## config.mk

```make
export PLATFORM = sky130hd
export DESIGN_NAME = cmp_reload_timer
export DESIGN_NICKNAME = d
export VERILOG_FILES = /design/src/rtl/tmr_pkg.sv /design/src/rtl/tmr_regfile.sv /design/src/rtl/tmr_engine.sv /design/src/rtl/tmr_rdmux.sv /design/src/rtl/cmp_reload_timer.sv
export SDC_FILE = /design/constraint.sdc
export NUM_CORES = 1
export LEC_CHECK = 0
export ABC_AREA = 1
export BUFFER_PORTS_ARGS = -buffer_cell sky130_fd_sc_hd__buf_4
export CAP_MARGIN = 20
export CORE_MARGIN = 4
export CORE_UTILIZATION = 34
export DETAILED_ROUTE_END_ITERATION = 8
export PLACE_DENSITY = 0.5
export SYNTH_ARGS = -nofsm -noshare
export SYNTH_HDL_FRONTEND = slang
export SYNTH_SLANG_ARGS = --single-unit
```

## constraint.sdc

```tcl
create_clock -name clk -period 4.1 [get_ports clk]
set_input_delay 0.205 -clock clk [delete_from_list [all_inputs] [get_ports clk]]
set_output_delay 0.205 -clock clk [all_outputs]
set_load 0.1 [all_outputs]
```

## src/rtl/tmr_pkg.sv

```systemverilog
package tmr_pkg;

    localparam int CNT_W  = 64;
    localparam int DATA_W = 32;

    // word indices (byte offset / 4)
    localparam int W_CNT_LO   = 'h000;
    localparam int W_CNT_HI   = 'h001;
    localparam int W_FREQ     = 'h004;
    localparam int W_DL_LO    = 'h008;
    localparam int W_DL_HI    = 'h009;
    localparam int W_REL      = 'h00A;
    localparam int W_CTL      = 'h00B;
    localparam int W_TGT_LO   = 'h010;
    localparam int W_TGT_HI   = 'h011;
    localparam int W_RELOAD   = 'h012;
    localparam int W_RCTL     = 'h013;
    localparam int W_CAP      = 'h014;
    localparam int W_ID_FIRST = 'h3F4;
    localparam int W_ID_LAST  = 'h3FF;

    typedef struct packed {
        logic [DATA_W-1:0] freq;
        logic [CNT_W-1:0]  deadline;
        logic [DATA_W-1:0] reload;
        logic              en;
        logic              mask;
        logic              rearm_on;
    } tmr_cfg_t;

    typedef struct packed {
        logic rearm;
        logic flag_clr;
    } tmr_evt_t;

    function automatic logic [7:0] id_byte(input logic [3:0] idx);
        case (idx)
            4'd0:    return 8'h04;
            4'd4:    return 8'hB7;
            4'd5:    return 8'hB0;
            4'd6:    return 8'h0B;
            4'd8:    return 8'h0D;
            4'd9:    return 8'hF0;
            4'd10:   return 8'h05;
            4'd11:   return 8'hB1;
            default: return 8'h00;
        endcase
    endfunction

endpackage

```

## src/rtl/tmr_regfile.sv

```systemverilog
module tmr_regfile
    import tmr_pkg::*;
#(
    parameter int WORD_W = 10
) (
    input  logic              clk,
    input  logic              rst,
    input  logic              wr_en,
    input  logic [WORD_W-1:0] word,
    input  logic [DATA_W-1:0] wdata,
    input  logic [CNT_W-1:0]  cnt_i,
    output tmr_cfg_t          cfg,
    output tmr_evt_t          evt
);

    logic [CNT_W-1:0] rel_sum;
    assign rel_sum = cnt_i + {{(CNT_W-DATA_W){wdata[DATA_W-1]}}, wdata};

    always_ff @(posedge clk) begin
        if (rst) begin
            cfg <= '0;
        end else if (wr_en) begin
            case (word)
                WORD_W'(W_FREQ):   cfg.freq <= wdata;
                WORD_W'(W_DL_LO):  cfg.deadline[DATA_W-1:0] <= wdata;
                WORD_W'(W_DL_HI):  cfg.deadline[CNT_W-1:DATA_W] <= wdata;
                WORD_W'(W_REL):    cfg.deadline <= rel_sum;
                WORD_W'(W_CTL): begin
                    cfg.en   <= wdata[0];
                    cfg.mask <= wdata[1];
                end
                WORD_W'(W_RELOAD): cfg.reload <= wdata;
                WORD_W'(W_RCTL):   cfg.rearm_on <= wdata[0];
                default: ;
            endcase
        end
    end

    always_comb begin
        evt = '0;
        if (wr_en) begin
            if (word == WORD_W'(W_CTL) && cfg.rearm_on && !cfg.en && wdata[0])
                evt.rearm = 1'b1;
            if (word == WORD_W'(W_RCTL)) begin
                if (cfg.en && !cfg.rearm_on && wdata[0])
                    evt.rearm = 1'b1;
                if (!wdata[1])
                    evt.flag_clr = 1'b1;
            end
        end
    end

endmodule

```

## src/rtl/tmr_engine.sv

```systemverilog
module tmr_engine
    import tmr_pkg::*;
(
    input  logic             clk,
    input  logic             rst,
    input  logic [CNT_W-1:0] cnt_i,
    input  tmr_cfg_t         cfg,
    input  tmr_evt_t         evt,
    output logic [CNT_W-1:0] target,
    output logic             flag,
    output logic             status,
    output logic             irq
);

    logic [CNT_W-1:0] next_tgt;
    logic             fire;
    logic             dl_hit;

    assign next_tgt = cnt_i + {{(CNT_W-DATA_W){1'b0}}, cfg.reload};
    assign dl_hit   = (cnt_i >= cfg.deadline);
    assign fire     = cfg.en && cfg.rearm_on && !evt.rearm && (cnt_i >= target);
    assign status   = cfg.en && (cfg.rearm_on ? flag : dl_hit);

    always_ff @(posedge clk) begin
        if (rst) begin
            target <= '0;
            flag   <= 1'b0;
            irq    <= 1'b0;
        end else begin
            if (evt.rearm || fire)
                target <= next_tgt;
            if (fire)
                flag <= 1'b1;
            else if (evt.flag_clr)
                flag <= 1'b0;
            irq <= status && !cfg.mask;
        end
    end

endmodule

```

## src/rtl/tmr_rdmux.sv

```systemverilog
module tmr_rdmux
    import tmr_pkg::*;
#(
    parameter int WORD_W = 10
) (
    input  logic              hit,
    input  logic [WORD_W-1:0] word,
    input  logic [CNT_W-1:0]  cnt_i,
    input  tmr_cfg_t          cfg,
    input  logic [CNT_W-1:0]  target,
    input  logic              flag,
    input  logic              status,
    output logic [DATA_W-1:0] rdata
);

    logic [CNT_W-1:0]  remain;
    logic [WORD_W-1:0] id_off;

    assign remain = cfg.deadline - cnt_i;
    assign id_off = word - WORD_W'(W_ID_FIRST);

    always_comb begin
        rdata = '0;
        if (hit) begin
            case (word)
                WORD_W'(W_CNT_LO): rdata = cnt_i[DATA_W-1:0];
                WORD_W'(W_CNT_HI): rdata = cnt_i[CNT_W-1:DATA_W];
                WORD_W'(W_FREQ):   rdata = cfg.freq;
                WORD_W'(W_DL_LO):  rdata = cfg.deadline[DATA_W-1:0];
                WORD_W'(W_DL_HI):  rdata = cfg.deadline[CNT_W-1:DATA_W];
                WORD_W'(W_REL):    rdata = remain[DATA_W-1:0];
                WORD_W'(W_CTL):    rdata = {{(DATA_W-3){1'b0}}, status, cfg.mask, cfg.en};
                WORD_W'(W_TGT_LO): rdata = target[DATA_W-1:0];
                WORD_W'(W_TGT_HI): rdata = target[CNT_W-1:DATA_W];
                WORD_W'(W_RELOAD): rdata = cfg.reload;
                WORD_W'(W_RCTL):   rdata = {{(DATA_W-2){1'b0}}, flag, cfg.rearm_on};
                WORD_W'(W_CAP):    rdata = DATA_W'(1);
                default: begin
                    if (word >= WORD_W'(W_ID_FIRST) && word <= WORD_W'(W_ID_LAST))
                        rdata = {{(DATA_W-8){1'b0}}, id_byte(id_off[3:0])};
                end
            endcase
        end
    end

endmodule

```

## src/rtl/cmp_reload_timer.sv

```systemverilog
module cmp_reload_timer
    import tmr_pkg::*;
#(
    parameter int ADDR_W = 12
) (
    input  logic              clk,
    input  logic              rst,
    input  logic [63:0]       cnt_i,
    input  logic [ADDR_W-1:0] bus_addr,
    input  logic              bus_wr,
    input  logic [31:0]       bus_wdata,
    output logic [31:0]       bus_rdata,
    output logic              irq_o
);

    localparam int WORD_W = ADDR_W - 2;

    logic [WORD_W-1:0] word;
    logic              aligned;
    tmr_cfg_t          cfg;
    tmr_evt_t          evt;
    logic [CNT_W-1:0]  ai_target;
    logic              ai_flag;
    logic              status;

    assign word    = bus_addr[ADDR_W-1:2];
    assign aligned = (bus_addr[1:0] == 2'b00);

    tmr_regfile #(.WORD_W(WORD_W)) regs_i (
        .clk   (clk),
        .rst   (rst),
        .wr_en (bus_wr && aligned),
        .word  (word),
        .wdata (bus_wdata),
        .cnt_i (cnt_i),
        .cfg   (cfg),
        .evt   (evt)
    );

    tmr_engine eng_i (
        .clk    (clk),
        .rst    (rst),
        .cnt_i  (cnt_i),
        .cfg    (cfg),
        .evt    (evt),
        .target (ai_target),
        .flag   (ai_flag),
        .status (status),
        .irq    (irq_o)
    );

    tmr_rdmux #(.WORD_W(WORD_W)) rd_i (
        .hit    (aligned),
        .word   (word),
        .cnt_i  (cnt_i),
        .cfg    (cfg),
        .target (ai_target),
        .flag   (ai_flag),
        .status (status),
        .rdata  (bus_rdata)
    );

endmodule

```

Word-level counts from Yosys, hierarchy flattened
Memories as Yosys holds them, arrays and structs flattened.
Index checks and enable logic that the tools add are counted.

storage, ports and cells
  logic and storage cells = 71
  ROM bits = 128
  output and inout port bits = 33
  register bits after elaboration = 197
  memories = 1
  bits of input ports = 111

cells by class
  equal/unequal tests = 11
  reductions and logical operators = 28
  mux-type cells = 13
  add/subtract/negate cells = 4
  magnitude comparators = 4

memory list
  memory           depth  bits a word  rd ports  clocked after memory_dff  wr ports  RTL line       source
  (no name shown)  16     8            1         0                         0         tmr_pkg.sv:37  case (idx)

operator list
  cell                                                                     count
  32-bit case mux with 12 select lines                                     1
  64-bit >= comparator                                                     2
  32-bit case mux with 2 select lines                                      2
  64-bit by 32-bit adder with 64-bit output                                1
  64-bit adder                                                             1
  10-bit by 5-bit equality test with 1-bit output (second input constant)  5
  10-bit by 4-bit equality test with 1-bit output (second input constant)  4
  32-bit two-way mux                                                       1
  32-bit subtractor                                                        1
  1-bit logical AND                                                        12
  2-bit AND reduction                                                      6
  10-bit by 1-bit equality test with 1-bit output (second input constant)  1
  10-bit by 3-bit equality test with 1-bit output (second input constant)  1
  10-bit >= comparator (second input constant)                             1
  10-bit less-or-equal comparator (second input constant)                  1
  10-bit logical NOT                                                       1
  8-bit two-way mux                                                        1
  1-bit two-way mux                                                        6
  2-bit nonzero test                                                       3
  1-bit logical NOT                                                        4
  2-bit two-way mux                                                        2
  4-bit by 3-bit subtractor with 4-bit output (second input constant)      1
  2-bit logical NOT                                                        1
  1-bit logical OR                                                         1

Longest topological paths before layout
Gate-level depths: netlist (run 1).

  depth after elaboration = 12
  depth in mapped cells = 21
  mapped depth without buffers = 20

By module
From an unflattened synthesis (run 1), not the netlist that was laid out.

second synthesis, totals
  cells, all modules = 4760
  area, all modules = 25978.7 sq um

modules (own cells, without submodules)
  module            sequential area each (sq um)  times used  cells an instance  area each (sq um)
  tmr_regfile       2622.5                        1           1920               11000.6
  tmr_engine        1321.3                        1           1707               9773.1
  tmr_rdmux         0.0                           1           1127               5177.5
  cmp_reload_timer  0.0                           1           6                  27.5

Worst setup path after synthesis (run 1)
No wires, ideal clock.

  kind = flip-flop to output port
  from = register regs_i.cfg[35] (netlist name)
  to = output port bus_rdata[28]
  required time = 3895 ps
  stages on the path, launching flop included = 16
  path slack = 561 ps
  arrival = 3334 ps
  path buffers = 0
  path through = dfxtp_1 -> inv_1 -> ha_1 -> inv_1 -> fa_1 -> nand2_1 -> nand2_1 -> a21oi_1 -> o21ai_1 -> nand2_1 -> nand2_1 -> nand3_1 -> nand2_1 -> nand2_1 -> nand3_1 -> a21oi_1

on the way
  longest elaborated chain between the ends = 3

RTL lines
  item                                  RTL line                source
  32-bit subtractor                     tmr_rdmux.sv:19         assign remain = cfg.deadline - cnt_i;
  32-bit case mux with 12 select lines  tmr_rdmux.sv:25         case (word)
  32-bit two-way mux                    tmr_rdmux.sv:24         if (hit) begin
  to (decl)                             cmp_reload_timer.sv:12  output logic [31:0] bus_rdata,

Every way passes these cells.

Final worst setup path (run 1)
  from = register regs_i.cfg[37] (netlist name)
  to = output port bus_rdata[17]

on the way
  longest elaborated chain between the ends = 3

RTL lines
  item                                  RTL line
  32-bit subtractor                     tmr_rdmux.sv:19
  32-bit case mux with 12 select lines  tmr_rdmux.sv:25
  32-bit two-way mux                    tmr_rdmux.sv:24

Every way passes these cells.

==> impl.org, run 1 <==
** Pwr
- Total power per unit cell area :: just over 200 nW/um^2
- Lkg Pwr :: approximately 12 nW
- Maximum VDD drop :: around 0.21 mV

** Final layout
- Final antenna diode count :: 0
- Synth-to-Final Area Change :: 11.4%
- Share of post-route cells with drive strength above 1 :: 6.52%
- After filler insertion, the fill cell instance count of the layout stands at between 7000 and 8000.
- The net count of the finished layout is around 4500.

** Floorplanning
- Once the floorplan was initialized, standard cells occupied 34.5% of the core.
- Core Rows :: 95
- During I/O placement, the number of pins put on the boundary was between 100 and 150.
- Standard cell core area :: 67500 sq um
- The die covers 72800 sq um.
- Overall die height :: around 270 um
- Width of the chip :: between 200 and 300 um

** CTS
- Number of buffers between clock root and the deepest sink :: 2
- The tree is rooted in a clkbuf_16.
- After clock tree synthesis, the clock-pin slew on the worst setup and hold paths is roughly 0.10 ns.
- Counting every sink on the clock net gives 197.
- Count of H-tree levels built during CTS :: 4
- Num CTS Buffers :: 17
- Clock latency on the worst-skew pair, taken at its later pin, is approximately 0.52 ns.
- In this run the post-CTS setup repair buffer count came out at 0.
- TritonCTS built the clock tree.

** Setup path
- Kind of end point of the critical path :: output port
- Cell mode on critical path :: a21oi_1
- STA puts the critical path data required time at slightly below 4 ns.
- Critical path type :: flip-flop to output port
- Kind of launch point of the worst setup path :: flip-flop
- Ordered list of cells on the worst path :: ha_1 -> a21oi_1 -> o21ai_2 -> a21oi_1 -> o21ai_0 -> a21oi_1 -> or2_2 -> nand3_1 -> a21oi_1 -> buf_4
- Maximum fanout encountered on the critical timing path :: 5
- The slowest stage of the critical path is the o21ai_0 cell.
- In this design, the stage delay of the slowest critical-path cell is between 0.4 and 0.5 ns.
- Cells on worst reg2reg path :: 17
- Data arrival time of the critical path :: around 3.7 ns

** Global routing
- Wire length of the first global-routing pass :: about 190 mm
- GR Util All Layers :: 35.4%
- The number of antenna violations at the first check in global routing was 2.
- Global route total overflow :: 0
- Maximum number of pins on one net before global-route repair :: 78
- The via count of the first global-routing pass is approximately 26000.

** Placed design
- Final HPWL from detailed placement :: roughly 110 mm
- Buffers placed on the I/O ports in this run total ~140.
- At the end of routability-driven placement, the weighted congestion stood at between 1 and 1.5.

** Drt
- Total via count after detailed routing :: about 28000
- Number of nets with antenna violations after routing :: 0
- Wire per inst :: 27.1 um
- Starting DRT DRC Count :: 3046
- After detailed routing, the number of remaining DRC violations is 0.
- After detailed routing, the number of vias per cell comes to ~5.6.
- Summed over all layers, the routed wires come to about 140 mm.
- For this run, the detailed router's first-pass iteration total came to 6.

** Logic synthesis
- Share of flip-flops with an asynchronous set or reset :: 0%
- Post-Syn Area per Cell :: 5.83 sq um
- In this run, synthesis produced a sequential element count of ~200.
- Sequential cell area fraction in the yosys report :: 16.9%
- Synth Warn # :: 0
- Post-synthesis instance area :: between 20000 and 25000 sq um
- In the synthesized netlist the dominant register cell turns out to be dfxtp_1.
- Synthesis produced a netlist with a net count of around 4400.
- The synthesized netlist contains 52 unique library cells.
- EDFF count, synth :: 0
- The cell count after synthesis came out at 3999.

** Timing
- On the final layout, the worst hold slack is around 0.039 ns.
- For the final routed database, the setup TNS stands at 0 ns.
- Slew Viols, Final :: 0
- For the pin with the worst max-slew slack, the measured transition is around 1.1 ns.
- Dividing the final minimum period by the clock period gives 95.1%.
- Derived from the worst setup path, the maximum achievable clock frequency is around 260 MHz.
- RSZ-0062 raised after global routing :: no
- In this run the tightest slew margin relative to its limit is 22.7%.
- The clock arrives with around 0.029 ns of skew.
- For the finished layout, the period the worst path requires is about 4 ns.
- Number of failing hold endpoints at the final stage :: 0
- Setup violations remaining at the end of the flow were counted as 0.

** Run status
- Status :: complete, no violations

** Run
- The tool flagged a number of max-cap violations equal to 0.

** Hold path
- Number of cells on the worst hold path :: 3
- Path type of the worst min-delay path :: input port to flip-flop
[timing repair]
item / in CTS / in global routing
endpoints found under the setup margin: 0 / 5
endpoints found under the hold margin: 14 / 0
gates resized for setup: 0 / 1
hold buffers: 8 / 0
[state kept, by name (all words and copies together), names as in the netlist]
signal,count
eng_i.target,64
eng_i.irq,1
regs_i.cfg,131
eng_i.flag,1
[area by class of cell]
| type | instances | area [sq um] | area share (%) |
|---|---|---|---|
| multi-input combinational | 3087 | 16600 | 63.9 |
| timing repair buffer | 187 | 1450 | 5.58 |
| inverter | 610 | 2290 | 8.83 |
| clock inverter | 15 | 178 | 0.684 |
| tap | 873 | 1090 | 4.21 |
| clock buffer | 17 | 425 | 1.64 |
| sequential | 197 | 3940 | 15.2 |
[metal layers]
| metal | vias to the layer above | GRT usage (%) | wire length (um) | share of wire, % |
|---|---|---|---|---|
| li1 | 13466 | - | - | - |
| met1 | 13133 | 47.9 | 58700 | 43 |
| met2 | 1336 | 54.9 | 58100 | 43 |
| met3 | 212 | 6.28 | 11100 | 8.2 |
| met4 | 2 | 16.4 | 7210 | 5.3 |
| met5 | - | 0 | 8 | 0.0059 |
[path summary, 6_finish.rpt]
check                  startpoint  slack [ns]                to
setup / recovery   regs_i.cfg[37]        0.20     bus_rdata[17]
hold reg to reg   regs_i.cfg[121]        0.46   regs_i.cfg[121]
setup reg to reg    regs_i.cfg[3]        0.86  eng_i.target[34]
hold / removal      bus_wdata[14]        0.04   regs_i.cfg[113]
[worst max-delay path, delay by kind of cell, from the launching register on]
| family | cells | cell delay, ns |
|---|---|---|
| fa+ha+maj | 1 | 0.34 |
| simple gates | 2 | 0.18 |
| flops | 1 | 0.35 |
| compound gates | 6 | 1.90 |
| buf+inv | 1 | 0.39 |
[metrics by stage]
stage | setup WS (ns) | instances | cell area (sq um) | power, mW | utilization, %
final | 0.202 | 4986 | 26000 | 5.36 | 38.5
after detailed placement | 0.676 | 4946 | 25300 | 3.49 | 37.4
after CTS | 0.148 | 4986 | 26000 | 5.33 | 38.4
after global routing | 0.0588 | 4986 | 26000 | 5.56 | 38.5
after global placement | 0.661 | 4946 | 25300 | 3.50 | 37.4
after floorplan | 0.561 | 3999 | 23300 | 2.81 | -
[where the power goes]
group          switching, mW  internal [mW]  leakage, nW
Clock                   1.03          0.830        0.292
Sequential          0.000285           1.91         1.59
Combinational           1.13          0.459         9.71
Total                   2.16           3.20         11.6
[Yosys cell counts, types with 3 or more instances]
cell	n	area [sq um]
a221oi_1	10	87.6
o21ai_1	8	40.0
buf_2	35	175
nor3_1	65	325
or2_2	16	100
inv_1	595	2230
a21o_1	15	113
nor2_2	9	56.3
buf_4	8	60.1
nand2_2	6	37.5
o21a_1	14	105
a21oi_1	465	2330
and3_1	4	25.0
xor2_1	25	219
o211ai_1	6	45.0
nand4_1	56	350
nand3_1	230	1150
o21bai_1	21	158
dfxtp_1	197	3940
buf_1	8	30.0
nor2_1	465	1750
o22ai_1	109	682
fa_1	3	60.1
nor4_1	35	219
a21boi_0	5	37.5
o21ai_0	262	1310
clkbuf_1	49	184
a31oi_1	4	25.0
a211oi_1	20	150
ha_1	258	3230
nand3b_1	20	150
or2_1	3	18.8
inv_2	14	52.6
o2111ai_1	3	26.3
buf_6	4	45.0
nand2_1	909	3410
xnor2_1	23	201
[cell usage in the layout, fill, tap and decap left out, drive strengths merged, types with 2 or more instances in the layout]
cell type | netlist | layout
and3 | 4 | 4
a221oi | 10 | 10
dlygate4sd3 | 0 | 8
buf | 55 | 179
xnor2 | 23 | 23
dfxtp | 197 | 197
o221ai | 2 | 2
nor2 | 476 | 476
nand3b | 20 | 20
a21boi | 5 | 5
nor4 | 35 | 35
o2111ai | 3 | 3
o21bai | 21 | 21
o211ai | 6 | 6
o21ai | 271 | 271
and2 | 2 | 2
inv | 609 | 617
clkinv | 1 | 7
nand4 | 58 | 58
a31oi | 4 | 4
xor2 | 25 | 25
a21oi | 467 | 467
nand3 | 230 | 230
ha | 258 | 258
o22ai | 109 | 109
o21a | 14 | 14
or2 | 19 | 19
nand2 | 915 | 915
fa | 3 | 3
clkbuf | 50 | 17
nor3 | 66 | 66
a211oi | 20 | 20
a21o | 15 | 15
[logic make-up (layout without fill, tap and decap cells)]
group | Yosys count | in the layout | synth area share, %
DFF | 197 | 197 | 16.9
adders and majority gates | 261 | 261 | 14.1
xor gates and xnor gates | 48 | 48 | 1.80
buffers and inverters | 715 | 829 | 12.0
AOI/OAI and AO/OA | 950 | 950 | 22.2
and+or+nand+nor | 1828 | 1828 | 33.0
(Power assumes the default switching activity.)
==> inputs of run 2 (changes only) <==
--- a/config.mk
+++ b/config.mk
@@ -6,7 +6,7 @@
 export NUM_CORES = 1
 export LEC_CHECK = 0
 export ABC_AREA = 1
-export BUFFER_PORTS_ARGS = -buffer_cell sky130_fd_sc_hd__buf_4
+export BUFFER_PORTS_ARGS = -buffer_cell sky130_fd_sc_hd__buf_2
 export CAP_MARGIN = 20
 export CORE_MARGIN = 4
 export CORE_UTILIZATION = 34
==> run 2 against run 1 <==
Cell area rose by 1.0%; die area unchanged; sequential power is essentially flat; critical path depth grew 4; hold slack better by 0.0014 ns; largest cell class unchanged.
==> impl.org, run 2 (synthesized netlist as in run 1, its figures left out) <==
** Timing
- The total count of max-transition violations in the final report was 0.
- RSZ-0062 raised after global routing :: no
- Final critical-path share of the clock period :: approximately 96%
- Minimum clock period after layout :: between 3 and 4 ns
- Final worst clock skew :: 0.0225 ns
- Setup violations remaining at the end of the flow were counted as 0.
- The worst path meets setup with between 0.15 and 0.2 ns of slack.
- Number of failing hold endpoints at the final stage :: 0
- In the final timing run, aggregate negative setup slack is 0 ns.
- For the pin with the worst max-slew slack, the measured transition is roughly 0.96 ns.
- The worst pin sits at a relative slew slack of around 36%.
- Highest achievable clock rate :: approximately 250 MHz

** Pwr
- The share of total power dissipated in combinational logic is between 20 and 30%.
- Final Power :: around 5.5 mW
- The worst-case IR drop observed on VDD is between 0.2 and 0.25 mV.
- Portion of total power attributed to sequential cells :: around a third
- In this run switching power makes up around 41% of total power.
- The analysis attributes to net switching a power of 2.27 mW.
- Total power per unit cell area :: roughly 210 nW/um^2
- Cell internal power was estimated by the tool at 3.23 mW.
- The clock network is responsible for between 30% and 40% of the overall power.
- Summed over all cells, the static leakage comes to roughly 12 nW.

** Floorplanning
- Core Rows :: 95
- The floorplan step defined a die boundary enclosing ~73000 sq um.
- Width of the chip :: around 270 um
- Total I/O pin count :: around 140
- Standard cell core area :: between 60000 and 70000 sq um
- The die is ~270 um tall.
- Initial cell density of the core :: around 35%

** CTS
- The tree is rooted in a clkbuf_16.
- The clock net in this run drives a total of around 200 sinks.
- TritonCTS built the clock tree.
- TritonCTS created 17 clock buffers.
- Clock insertion delay at the later pin of the skew report :: about 0.53 ns
- Count of H-tree levels built during CTS :: 4
- The clock passes through at most 2 buffers.
- The number of setup buffers added after CTS is 0.
- After clock tree synthesis, the clock-pin slew on the worst setup and hold paths is approximately 0.10 ns.

** Drt
- For this block, the initial DRC count from the detailed router was 3318.
- 1st-pass router iterations :: 6
- Total Routed Length :: between 100 and 150 mm
- In the final routed layout, each cell accounts on average for 27.5 um.
- Average vias per placed instance :: between 5 and 6
- Number of nets with antenna violations after routing :: 0
- Detailed routing inserted a total of 28361 vias.
- For this run, design rule violations remaining after detail routing come to 0.

** Final layout
- Register with the most flip-flops :: regs_i.cfg
- In the final design database the tool counted roughly 4500 nets.
- Synth-to-Final Area Change :: 12.5%
- Largest registers :: regs_i.cfg (131), eng_i.target (64)
- Leading cell types in the layout, fill and taps excluded :: nand2_1, inv_1, nor2_1
- The finished layout holds 5005 standard cells, fillers aside.
- Leading cell type in the layout, fill and taps excluded :: nand2_1
- Cells with a size suffix above 1 make up between 6 and 7% of the layout.
- Largest register FFs :: approximately 130

** Global routing
- The via count of the first global-routing pass is about 26000.
- GR Util All Layers :: about 36%
- Antenna violations before repair :: 2
- Entering global routing, the biggest net connects 78 pins.
- Global route total overflow :: 0
- The first global-routing pass estimated 192 mm of wire.

** Placed design
- Gpl congestion :: 1.04
- Timing analysis after detailed placement gives a worst setup slack of ~0.63 ns.
- Once placement completed, the tool counted placed cells totaling 4963.
- Buffers placed on the I/O ports in this run total 143.
- Final HPWL from detailed placement :: roughly 110 mm

** Hold path
- Path type of the worst min-delay path :: input port to flip-flop

** Setup path
- Ordered list of cells on the worst path :: inv_1 -> ha_1 -> inv_1 -> fa_1 -> nand2_1 -> nand2_1 -> a21oi_1 -> o21ai_1 -> nand3_1 -> nand3_1 -> a21oi_1 -> o21ai_0 -> a21oi_1 -> buf_12
- STA classifies the critical path startpoint as a flip-flop.
- Data arrival time of the critical path :: roughly 3.7 ns
- The setup path with the least slack is of type flip-flop to output port.
- At the worst endpoint, the required time is 3.89 ns.
- The largest individual stage delay along the critical path comes from the cell a21oi_1.
- In this run the worst path has a maximum fanout of 4.
- Cell mode on critical path :: a21oi_1
- The worst setup path is captured at an output port.
- In this design, the stage delay of the slowest critical-path cell is slightly above 0.4 ns.

** Run
- Max Cap Violations :: 0

** Run status
- The run finished with clean final reports.
run 2: layout make-up:
| type | count | area [sq um] |
|---|---|---|
| antenna | 1 | 2.50 |
| clock inverter | 15 | 238 |
| inverter | 610 | 2290 |
| multi-input combinational | 3087 | 16600 |
| tap | 873 | 1090 |
| timing repair buffer | 205 | 1650 |
| fill | 7740 | 41300 |
| clock buffer | 17 | 425 |
| sequential | 197 | 3940 |
run 2: worst paths after layout:
| check | cells past startpoint | end | slack, ns | start |
|---|---|---|---|---|
| max | 14 | bus_rdata[24] | 0.17 | regs_i.cfg[35] |
| min | 3 | regs_i.cfg[33] | 0.04 | bus_wdata[30] |
| min reg2reg | 2 | regs_i.cfg[118] | 0.47 | regs_i.cfg[118] |
| max reg2reg | 17 | eng_i.target[34] | 0.88 | regs_i.cfg[3] |
run 2: through the flow:
| step | instance area, sq um | hold slack (ns) | utilization, % |
|---|---|---|---|
| 4_1_cts | 26200 | 0.000725 | 38.8 |
| 3_5_place_dp | 25500 | 0.452 | 37.7 |
| 5_1_grt | 26200 | 0.0259 | 38.8 |
| 6_report | 26200 | 0.0400 | 38.8 |
| 2_1_floorplan | 23300 | 0.354 | - |
| 3_3_place_gp | 25500 | 0.448 | 37.7 |
run 2: what timing repair did:
item	CTS	global route
endpoints found under the setup margin	0	2
hold buffers	9	0
gates resized for setup	0	2
hold endpoints to repair	14	0
run 2: power groups by stage:
stage	Sequential (mW)	Combinational (mW)	Clock, mW
after floorplan	1.96	0.851	0
after global placement	1.96	1.54	0
after detailed placement	1.96	1.53	0
after CTS	1.91	1.54	2.03
after global routing	1.91	1.70	2.09
final	1.91	1.59	2.00
run 2: critical path, delay by kind of cell, from the launching register on:
kind	cells	cell delay, ns
AND/OR/NAND/NOR	4	0.55
adder cells (fa/ha/maj)	2	0.60
buffers and inverters	3	0.39
flip-flops	1	0.33
AO/OA/AOI/OAI	5	1.31
run 2: per-layer routing:
layer,share of wire (%),track usage (%),routed length (um),vias up
li1,-,-,-,13526
met1,44,49.4,60000,13259
met2,42,54.8,57700,1313
met3,7.9,6.13,10800,261
met4,6.5,20.0,8970,2
met5,0.0073,0,10,-
